File: src/rtl/msu_pkg.sv
package msu_pkg;
  localparam int NLINES = 4;
  localparam int MCR_W  = 5;
  // status nibble positions: {dcd, ri, dsr, cts}
  localparam int S_CTS = 0;
  localparam int S_DSR = 1;
  localparam int S_RI  = 2;
  localparam int S_DCD = 3;
  localparam logic [NLINES-1:0] STAT_RST = 4'b1011;
  localparam logic [MCR_W-1:0]  MCR_RST  = 5'b01000;

  function automatic logic [MCR_W-1:0] mcr_keep(input logic [7:0] v);
    return v[MCR_W-1:0];
  endfunction

  // loopback: dcd<-out2, ri<-out1, dsr<-dtr, cts<-rts
  function automatic logic [NLINES-1:0] loop_map(input logic [MCR_W-1:0] m);
    return {m[3], m[2], m[0], m[1]};
  endfunction

  // change flags: any toggle, except ring which counts only 1->0
  function automatic logic [NLINES-1:0] delta_calc(input logic [NLINES-1:0] prev,
                                                   input logic [NLINES-1:0] now);
    logic [NLINES-1:0] d;
    d = prev ^ now;
    d[S_RI] = prev[S_RI] & ~now[S_RI];
    return d;
  endfunction
endpackage

File: src/rtl/msu_sync.sv
module msu_sync #(
  parameter int   STAGES  = 2,
  parameter logic RST_VAL = 1'b0
) (
  input  logic clk,
  input  logic rst_n,
  input  logic d,
  output logic q
);
  logic [STAGES-1:0] sr;
  always_ff @(posedge clk or negedge rst_n) begin
    if (!rst_n) sr <= {STAGES{RST_VAL}};
    else        sr <= {sr[STAGES-2:0], d};
  end
  assign q = sr[STAGES-1];
endmodule

File: src/rtl/msu_mcr.sv
module msu_mcr
  import msu_pkg::*;
(
  input  logic             clk,
  input  logic             rst_n,
  input  logic             wr,
  input  logic [7:0]       wdata,
  output logic [MCR_W-1:0] mcr_q,
  output logic             loop_on,
  output logic             rts_o,
  output logic             dtr_o,
  output logic             out1_o,
  output logic             out2_o
);
  always_ff @(posedge clk or negedge rst_n) begin
    if (!rst_n)  mcr_q <= MCR_RST;
    else if (wr) mcr_q <= mcr_keep(wdata);
  end

  assign loop_on = mcr_q[4];
  assign dtr_o   = mcr_q[0] & ~loop_on;
  assign rts_o   = mcr_q[1] & ~loop_on;
  assign out1_o  = mcr_q[2] & ~loop_on;
  assign out2_o  = mcr_q[3] & ~loop_on;

  p_mcr_write_r2: assert property (@(posedge clk) disable iff (!rst_n)
    wr |=> (mcr_q == $past(wdata[MCR_W-1:0])));
endmodule

File: src/rtl/msu_msr_core.sv
module msu_msr_core
  import msu_pkg::*;
(
  input  logic              clk,
  input  logic              rst_n,
  input  logic [NLINES-1:0] ext_stat,
  input  logic              loop_on,
  input  logic [MCR_W-1:0]  mcr_q,
  input  logic              rd,
  output logic [7:0]        msr
);
  logic [NLINES-1:0] stat_now;
  logic [NLINES-1:0] stat_prev;
  logic [NLINES-1:0] chg_bits;
  logic [NLINES-1:0] delta;

  assign stat_now = loop_on ? loop_map(mcr_q) : ext_stat;
  assign chg_bits = delta_calc(stat_prev, stat_now);

  always_ff @(posedge clk or negedge rst_n) begin
    if (!rst_n) begin
      stat_prev <= STAT_RST;
      delta     <= '0;
    end else begin
      stat_prev <= stat_now;
      delta     <= (rd ? '0 : delta) | chg_bits;
    end
  end

  assign msr = {stat_now, delta};

  p_clear_on_read_r5: assert property (@(posedge clk) disable iff (!rst_n)
    rd |=> ((delta & ~$past(chg_bits)) == '0));
  p_sticky_r6: assert property (@(posedge clk) disable iff (!rst_n)
    !rd |=> ((delta & $past(delta)) == $past(delta)));
  p_ri_rise_no_flag_r4: assert property (@(posedge clk) disable iff (!rst_n)
    (stat_now[S_RI] && !stat_prev[S_RI]) |=> (delta[S_RI] == $past(delta[S_RI] && !rd)));
endmodule

File: src/rtl/modem_status_unit.sv
module modem_status_unit
  import msu_pkg::*;
#(
  parameter int SYNC_STAGES = 2
) (
  input  logic       clk,
  input  logic       rst_n,
  input  logic       cts_in,
  input  logic       dsr_in,
  input  logic       dcd_in,
  input  logic       ri_in,
  input  logic       mcr_wr,
  input  logic [7:0] mcr_wdata,
  output logic [7:0] mcr_rdata,
  input  logic       msr_rd,
  output logic [7:0] msr_rdata,
  input  logic       msi_en,
  output logic       rts_out,
  output logic       dtr_out,
  output logic       out1_out,
  output logic       out2_out,
  output logic       msi_irq
);
  logic [NLINES-1:0] ext_raw;
  logic [NLINES-1:0] ext_sync;
  logic [MCR_W-1:0]  mcr_q;
  logic              loop_on;

  assign ext_raw = {dcd_in, ri_in, dsr_in, cts_in};

  for (genvar i = 0; i < NLINES; i++) begin : g_sync
    msu_sync #(.STAGES(SYNC_STAGES), .RST_VAL(STAT_RST[i])) u_sync (
      .clk(clk), .rst_n(rst_n), .d(ext_raw[i]), .q(ext_sync[i]));
  end

  msu_mcr u_mcr (
    .clk(clk), .rst_n(rst_n), .wr(mcr_wr), .wdata(mcr_wdata),
    .mcr_q(mcr_q), .loop_on(loop_on),
    .rts_o(rts_out), .dtr_o(dtr_out), .out1_o(out1_out), .out2_o(out2_out));

  msu_msr_core u_msr (
    .clk(clk), .rst_n(rst_n), .ext_stat(ext_sync), .loop_on(loop_on),
    .mcr_q(mcr_q), .rd(msr_rd), .msr(msr_rdata));

  assign mcr_rdata = {{(8-MCR_W){1'b0}}, mcr_q};
  assign msi_irq   = msi_en & (|msr_rdata[3:0]);

  p_loop_pins_low_r9: assert property (@(posedge clk) disable iff (!rst_n)
    mcr_rdata[4] |-> !(rts_out || dtr_out || out1_out || out2_out));
  p_irq_needs_enable_r10: assert property (@(posedge clk) disable iff (!rst_n)
    msi_irq |-> msi_en);
  p_ext_ignored_r8: assert property (@(posedge clk) disable iff (!rst_n)
    (mcr_rdata[4] && $past(mcr_rdata[4]) && $stable(mcr_rdata)) |-> $stable(msr_rdata[7:4]));
endmodule

File: config.mk
export PLATFORM = sky130hd
export DESIGN_NAME = modem_status_unit
export DESIGN_NICKNAME = d
export VERILOG_FILES = /design/src/rtl/msu_pkg.sv /design/src/rtl/msu_sync.sv /design/src/rtl/msu_mcr.sv /design/src/rtl/msu_msr_core.sv /design/src/rtl/modem_status_unit.sv
export SDC_FILE = /design/constraint.sdc
export NUM_CORES = 1
export LEC_CHECK = 0
export ABC_AREA = 1
export CORE_MARGIN = 2
export CORE_UTILIZATION = 44
export CTS_CLUSTER_DIAMETER = 50
export DETAILED_ROUTE_END_ITERATION = 8
export DONT_BUFFER_PORTS = 1
export PLACE_DENSITY = 0.67
export SLEW_MARGIN = 5
export SYNTH_ARGS = -nofsm -noshare
export SYNTH_HDL_FRONTEND = slang
export SYNTH_SLANG_ARGS = --single-unit
File: constraint.sdc
create_clock -name clk -period 1.85 [get_ports clk]
set_clock_uncertainty 0.15 [all_clocks]
set_input_delay 0.37 -clock clk [delete_from_list [all_inputs] [get_ports clk]]
set_output_delay 0.37 -clock clk [all_outputs]
set_load 0.02 [all_outputs]
==> impl_metrics.yaml, run 1 <==
place:
  numPlacedInstances: 114
  pre_cts_slack_ps: 364
  replace_congestion: 0.672
  dpl.hpwl_um: 960
  placement.io_buffers: 0
timing:
  slew_headroom_pct: 40.3
  slew_at_the_pin_with_the_worst_max_slew_slack_ps: 893
  timing.final.ws_setup_ps: 102
  fin_setup_tns_ps: 0
  hold_viol_final: 0
  slew_viol_final: 0
  rsz0062_at_grt: "no"
  period_share_pct: 94.5
  max_clock_freq_ghz: 0.572
  setup_viol: 0
  period_needed_ps: 1750
global_routing:
  antenna_found_initial: 0
  grt_start_max_net_pins: 22
  first_pass_grt_wire_length_um: 2090
  grt_use_total_pct: 13.4
  grt-ovfl-total: 0
  first_global_vias: 498
floorplan:
  placeableCoreArea_um2: 1760
  die_h_um: 47.8
  floorplan.rows: 15
  floorplan.initialDensity_pct: 47.8
  ios: 38
  floorplan.die_area_um2: 2280
  die_w_um: 47.8
drt:
  dr.first_iter.drc_count: 6
  drcViolationCount: 0
  detailedRoute.firstPassIterationCount: 4
  routed_wl_um: 1370
  detail_route.vias_per_cell: 4.55
  postRouteAntennaNets: 0
  vias: 564
  routed_wire_length_per_instance_um: 11.0
logic_synthesis:
  netlist.area_leader.share_pct: 32.6
  synthesis.yosys.warnings: 0
  post_synth_design_cell_area_um2: 843
  synth.area.top_cells: "dfrtp_1 33%, dfstp_2 31%, nand2_1 12%"
  synth.largest_area_cell: "dfrtp_1"
  synth.ff_latch_count: 21
  syn-mean-instance-area_um2: 9.37
  netlist_instances: 90
  yosysSeqAreaShare_pct: 63.8
  synth.lib_cells_used.distinct: 12
layout:
  fraction_of_layout_instances_using_a_drive_strength_above_1_pct: 18.2
  final_common_cell: "nand2_1"
  nets: 117
  top_library_cells_by_usage_in_the_layout_fill_and_taps_aside: "28 x nand2_1, 12 x inv_1, 11 x dfrtp_1"
  number_of_fillers_in_the_final_layout: 173
  final-instance-count-excl-fill: 124
  diodes: 0
  area_delta_synth_final_pct: 12.5
worst_setup_path:
  critical_path.endpoint_type: "output pin"
  worst_setup_path_start_kind: "register"
  critPathKind: "reg -> out"
  cp.arrival_ps: 1230
  critPathMaxFanout: 3
  reg2regPathDepth: 3
  cp.required_ps: 1330
power:
  p_per_area_nw_per_um2: 984
  leakage_uw: 0.000476
  max-vdd-ir-drop_mv: 0.608
worst_hold_path:
  hold-path-cell-count: 2
  hold_path.class: "in -> reg"
run:
  max_cap_violations: 0
clock_tree:
  ctsLongestPathBuffers: 2
  cts_tree: "done"
  cts.root.buffer_cell: "clkbuf_4"
  clock_latency_ps: 300
  path_clk_slew_ps: 120
  numCtsBuffers: 3
  cts.htree.levels: 1
  cts.sinks: 21
status:
  status: "complete, no violations"
## layer usage
metal	track usage, %	share of wire, %
met3	3.77	8.9
met1	18.5	45
met5	0	0
met2	20.3	45
met4	4.86	1.2
## through the flow
| stage | instance area [µm²] | power (µW) | utilization (%) | hold WS (ps) |
|---|---|---|---|---|
| 2_1_floorplan | 851 | 692 | - | -75.6 |
| 3_3_place_gp | 858 | 704 | 48.7 | -75.0 |
| 3_5_place_dp | 858 | 707 | 48.7 | -75.0 |
| 4_1_cts | 946 | 945 | 53.6 | 1.61 |
| 5_1_grt | 948 | 981 | 53.8 | 4.43 |
| 6_report | 948 | 934 | 53.8 | 9.47 |
## critical path: stages (launching register included)
cell and delay, ps:
dfrtp_1 490, inv_1 110, nor2_1 330
## cell families after synthesis
group	share of synthesized area (%)
simple gates	21.1
compound gates	3.86
flops	63.8
buf+inv	10.8
other cells	0.445
## Yosys cell counts
library cell and count:
buf_2 1, nand3_1 10, dfrtp_1 11, o21ai_0 5
nand2_1 28, nor2_1 6, conb_1 1, a21boi_0 1
buf_6 1, dfstp_2 10, buf_4 4, inv_1 12
## final cells by class
| type | instances | area, µm² | share of cell area, % |
|---|---|---|---|
| Clock buffer | 3 | 22.5 | 2.37 |
| Clock inverter | 1 | 5.00 | 0.528 |
| Inverter | 12 | 45.0 | 4.75 |
| Multi-Input combinational cell | 53 | 224 | 23.6 |
| Sequential cell | 21 | 538 | 56.7 |
| Tap cell | 25 | 31.3 | 3.30 |
| Timing Repair Buffer | 9 | 82.6 | 8.71 |
## final timing paths
check                                       startpoint                      to  slack, ps
min in group asynchronous                        rst_n      u_msr.stat_prev[2]        470
max in group asynchronous                        rst_n          u_msr.delta[2]        530
worst max-delay path                    u_mcr.mcr_q[0]                 dtr_out        100
worst min register to register  g_sync[3].u_sync.sr[0]  g_sync[3].u_sync.sr[1]        210
worst max register to register          u_mcr.mcr_q[4]      u_msr.stat_prev[2]        700
worst min-delay path                            mcr_wr          u_mcr.mcr_q[3]          9
## where the power goes
part	internal, µW	switching (µW)	total (µW)
Clock	80.6	138	218
Combinational	44.5	97.0	141
Sequential	515	58.6	574
## sequential cells by signal, summed over array words and instances (netlist names)
| name | flops |
|---|---|
| g_sync.u_sync.sr | 8 |
| u_mcr.mcr_q | 5 |
| u_msr.delta | 4 |
| u_msr.stat_prev | 4 |
## what timing repair did
item / 4_1_cts / 5_1_grt
resized for setup: 0 / 1
endpoints found under the setup margin: 0 / 1
hold buffers: 6 / 0
endpoints found under the hold margin: 27 / 0
buffers inserted: 0 / 0
No activity file was read; power rests on OpenSTA's default activity.
==> inputs of run 2 (changes only) <==
CORE_MARGIN = default   (was 2)
==> impl_metrics.yaml, run 2 (synthesized netlist as in run 1, its figures left out) <==
status:
  status: "complete, no violations"
worst_setup_path:
  critical_path_launch_point: "u_mcr.mcr_q[3]"
  worstPathCellList: "inv_1 > nor2_2"
  crit_path_max_incr_delay_ps: 610
  critical_path_buf_inv_count: 1
  critical_path.endpoint_type: "output pin"
  setup.reg_to_reg.worst_slack_ps: 710
  cp.required_ps: 1330
  critPathKind: "reg -> out"
  crit_path_top_delay_cell: "dfstp_2"
  worst_setup_path_start_kind: "register"
  timing.critical_path.max_delay_family: "flip-flops"
  rr_startpoint: "u_mcr.mcr_q[4]"
  cp.arrival_ps: 1220
  critPathMaxFanout: 3
timing:
  setup_viol: 0
  rsz0062_at_grt: "no"
  slew_at_the_pin_with_the_worst_max_slew_slack_ps: 905
  fin_setup_tns_ps: 0
  whs_ps: 8.78
  slew_viol_final: 0
  slew_headroom_pct: 39.5
  max_clock_freq_ghz: 0.576
  period_share_pct: 93.8
  hold_viol_final: 0
  period_needed_ps: 1740
  timing.final.ws_setup_ps: 114
floorplan:
  die_h_um: 45.8
  die_w_um: 45.8
  floorplan.die_area_um2: 2100
  ios: 38
  placeableCoreArea_um2: 1760
  floorplan.initialDensity_pct: 47.8
  floorplan.rows: 15
layout:
  largest_register: "g_sync.u_sync.sr"
  seqCellArea_um2: 538
  fraction_of_layout_instances_using_a_drive_strength_above_1_pct: 18.0
  area_delta_synth_final_pct: 13.8
  diodes: 0
  number_of_fillers_in_the_final_layout: 172
  top_library_cells_by_usage_in_the_layout_fill_and_taps_aside: "27 x nand2_1, 12 x inv_1, 11 x dfrtp_1"
  final_common_cell: "nand2_1"
  largestRegisters: "g_sync.u_sync.sr: 8 flops, u_mcr.mcr_q: 5 flops"
  final-instance-count-excl-fill: 125
  max_ffs_per_register: 8
  nets: 118
  multiInputGateArea_um2: 226
place:
  pre_cts_slack_ps: 364
  numPlacedInstances: 114
  replace_congestion: 0.691
  placement.io_buffers: 0
  dpl.hpwl_um: 913
clock_tree:
  post-cts-setup-buffers: 0
  numCtsBuffers: 3
  cts.htree.levels: 1
  clock_latency_ps: 300
  path_clk_slew_ps: 110
  cts_tree: "done"
  cts.root.buffer_cell: "clkbuf_4"
  ctsLongestPathBuffers: 2
  cts.sinks: 21
power:
  p_per_area_nw_per_um2: 974
  max-vdd-ir-drop_mv: 0.515
  power.switching_fraction_pct: 30.9
  finalPower_uw: 935
  total_switching_power_uw: 289
  leakage_uw: 0.000477
  share_clk_of_total_power_pct: 23.2
  power_frac_seq_pct: 61.5
  cell_internal_pwr_uw: 646
  power.combinational.fraction_pct: 15.4
global_routing:
  first_global_vias: 489
  grt-ovfl-total: 0
  antenna_found_initial: 0
  grt_use_total_pct: 14.5
  grt_start_max_net_pins: 22
  first_pass_grt_wire_length_um: 2040
run:
  max_cap_violations: 0
drt:
  postRouteAntennaNets: 0
  vias: 584
  routed_wl_um: 1300
  drcViolationCount: 0
  detailedRoute.firstPassIterationCount: 2
  routed_wire_length_per_instance_um: 10.4
  dr.first_iter.drc_count: 3
  detail_route.vias_per_cell: 4.67
worst_hold_path:
  hold_path.class: "in -> reg"
  worst_hold_startpoint: "mcr_wr"
run 2: cell count changes in the layout (fill, tap and decap cells not counted), sizes merged:
cell,delta
clkbuf,+1
clkinv,-1
dlygate4sd3,+1
run 2: path summary, 6_finish.rpt:
path | end | cells after the start
setup / recovery | out2_out | 2
hold / removal | u_mcr.mcr_q[1] | 1
setup reg to reg | u_msr.stat_prev[2] | 3
hold reg to reg | g_sync[2].u_sync.sr[1] | 0
max in group asynchronous | u_mcr.mcr_q[1] | 1
min in group asynchronous | u_mcr.mcr_q[2] | 1
run 2: area by class of cell:
| cell class | instances | area share (%) |
|---|---|---|
| tap | 25 | 3.26 |
| multi-input combinational | 53 | 23.6 |
| timing repair buffer | 10 | 9.65 |
| inverter | 12 | 4.69 |
| sequential | 21 | 56.1 |
| clock buffer | 4 | 2.74 |
run 2: worst reg2reg max path, cell delays in order (launching register included):
cell	delay (ps)
dfrtp_1	400
inv_1	190
nand2_1	100
nand2_1	200
run 2: repair_timing:
item | in CTS | in global routing
hold endpoints to repair | 26 | 2
resized for setup | 0 | 2
hold buffers | 6 | 1
endpoints found under the setup margin | 0 | 2
run 2: metal layers:
layer | track usage [%] | wire, µm
met1 | 19.4 | 625
met2 | 20.0 | 538
met5 | 0 | 0
met4 | 8.82 | 30
met3 | 5.16 | 109
run 2: through the flow:
stage               utilization [%]  cell area, µm²
floorplan                         -             851
global route                   54.4             960
detailed placement             48.7             858
finish                         54.4             960
CTS                            53.5             945
global placement               48.7             858
run 2: power by group through the flow:
stage	Sequential, µW	Clock, µW	Combinational (µW)
final	574	217	144
after global routing	582	242	163
after CTS	575	225	142
after detailed placement	584	0	123
after global placement	582	0	121
after floorplan	577	0	114
==> inputs of run 3 (changes only) <==
CTS_CLUSTER_SIZE = 10   (was default)
RECOVER_POWER = 50   (was default)
==> impl_metrics.yaml, run 3 (synthesized netlist as in run 1, its figures left out) <==
status:
  status: "complete, no violations"
timing:
  period_share_pct: 93.8
  max_clock_freq_ghz: 0.576
  fin_setup_tns_ps: 0
  setup_viol: 0
  period_needed_ps: 1740
  slew_headroom_pct: 39.5
  rsz0062_at_grt: "no"
  timing.final.ws_setup_ps: 114
  hold_viol_final: 0
  slew_at_the_pin_with_the_worst_max_slew_slack_ps: 905
  slew_viol_final: 0
power:
  total_switching_power_uw: 289
  power.switching_fraction_pct: 30.9
  share_clk_of_total_power_pct: 23.2
  power.combinational.fraction_pct: 15.3
  cell_internal_pwr_uw: 645
  power_frac_seq_pct: 61.5
  p_per_area_nw_per_um2: 975
  leakage_uw: 0.000477
  max-vdd-ir-drop_mv: 0.515
layout:
  largestRegisters: "g_sync.u_sync.sr: 8 flops, u_mcr.mcr_q: 5 flops"
  diodes: 0
  area_delta_synth_final_pct: 13.5
  max_ffs_per_register: 8
  top_library_cells_by_usage_in_the_layout_fill_and_taps_aside: "28 x nand2_1, 12 x inv_1, 11 x dfrtp_1"
  nets: 118
  largest_register: "g_sync.u_sync.sr"
  final_common_cell: "nand2_1"
  final-instance-count-excl-fill: 125
  fraction_of_layout_instances_using_a_drive_strength_above_1_pct: 17.0
worst_setup_path:
  worstPathCellList: "inv_1 > nor2_2"
  cp.required_ps: 1330
  cp.arrival_ps: 1220
  critPathMaxFanout: 3
  critical_path.endpoint_type: "output pin"
  crit_path_top_delay_cell: "dfstp_2"
  critical_path_buf_inv_count: 1
  timing.critical_path.max_delay_family: "flip-flops"
  crit_path_max_incr_delay_ps: 610
  critPathKind: "reg -> out"
  worst_setup_path_start_kind: "register"
global_routing:
  grt_use_total_pct: 14.5
  grt_start_max_net_pins: 22
  first_global_vias: 489
  first_pass_grt_wire_length_um: 2040
  grt-ovfl-total: 0
  antenna_found_initial: 0
clock_tree:
  numCtsBuffers: 3
  cts.htree.levels: 1
  post-cts-setup-buffers: 0
  cts.root.buffer_cell: "clkbuf_4"
  path_clk_slew_ps: 110
  cts.sinks: 21
  ctsLongestPathBuffers: 2
  clock_latency_ps: 300
  cts_tree: "done"
floorplan:
  die_w_um: 45.8
  ios: 38
  floorplan.initialDensity_pct: 47.8
  floorplan.rows: 15
  placeableCoreArea_um2: 1760
  die_h_um: 45.8
  floorplan.die_area_um2: 2100
drt:
  vias: 585
  postRouteAntennaNets: 0
  drcViolationCount: 0
  detail_route.vias_per_cell: 4.68
  dr.first_iter.drc_count: 3
  routed_wl_um: 1300
  routed_wire_length_per_instance_um: 10.4
  detailedRoute.firstPassIterationCount: 2
place:
  dpl.hpwl_um: 913
  pre_cts_slack_ps: 364
  numPlacedInstances: 114
  placement.io_buffers: 0
  replace_congestion: 0.691
worst_hold_path:
  hold_path.class: "in -> reg"
run:
  max_cap_violations: 0
==> run 3: cell counts in the layout (fill, tap and decap cells not counted) <==
Identical to the previous run, type by type.
==> run 3: per-layer routing <==
layer / track usage (%) / wire length [µm]
met1: 19.4 / 625
met2: 20.0 / 540
met3: 5.16 / 108
met4: 8.82 / 30
met5: 0 / 0
==> run 3: power by group through the flow <==
stage	combinational, µW	sequential [µW]	clock [µW]
final	143	574	217
after global routing	162	582	242
after CTS	142	575	225
after detailed placement	123	584	0
after global placement	121	582	0
after floorplan	114	577	0
==> run 3: what timing repair did <==
item	in CTS	in global routing
hold buffers	6	1
hold endpoints to repair	26	2
endpoints found under the setup margin	0	2
resized for setup	0	2
==> run 3: per-stage QoR <==
stage | util, % | total power (µW) | hold WS [ps] | area [µm²]
5_1_grt | 54.3 | 985 | 9.27 | 957
3_5_place_dp | 48.7 | 706 | -75.2 | 858
4_1_cts | 53.5 | 942 | 2.71 | 945
3_3_place_gp | 48.7 | 703 | -75.1 | 858
6_report | 54.3 | 934 | 8.67 | 957
2_1_floorplan | - | 692 | -75.6 | 851
==> run 3: path summary, 6_finish.rpt <==
check | start | cells after the start | to | slack (ps)
setup / recovery | u_mcr.mcr_q[3] | 2 | out2_out | 110
hold / removal | mcr_wr | 1 | u_mcr.mcr_q[1] | 9
setup reg to reg | u_mcr.mcr_q[4] | 3 | u_msr.stat_prev[1] | 710
hold reg to reg | g_sync[2].u_sync.sr[0] | 0 | g_sync[2].u_sync.sr[1] | 210
max in group asynchronous | rst_n | 1 | u_mcr.mcr_q[1] | 520
min in group asynchronous | rst_n | 1 | u_mcr.mcr_q[2] | 480
==> run 3: final cells by class <==
class	count	area, µm²
fillers	173	807
clock buffers	4	26.3
multi-input cells	53	224
well taps	25	31.3
inverters	12	45.0
repair buffers	10	92.6
flip-flops and latches	21	538
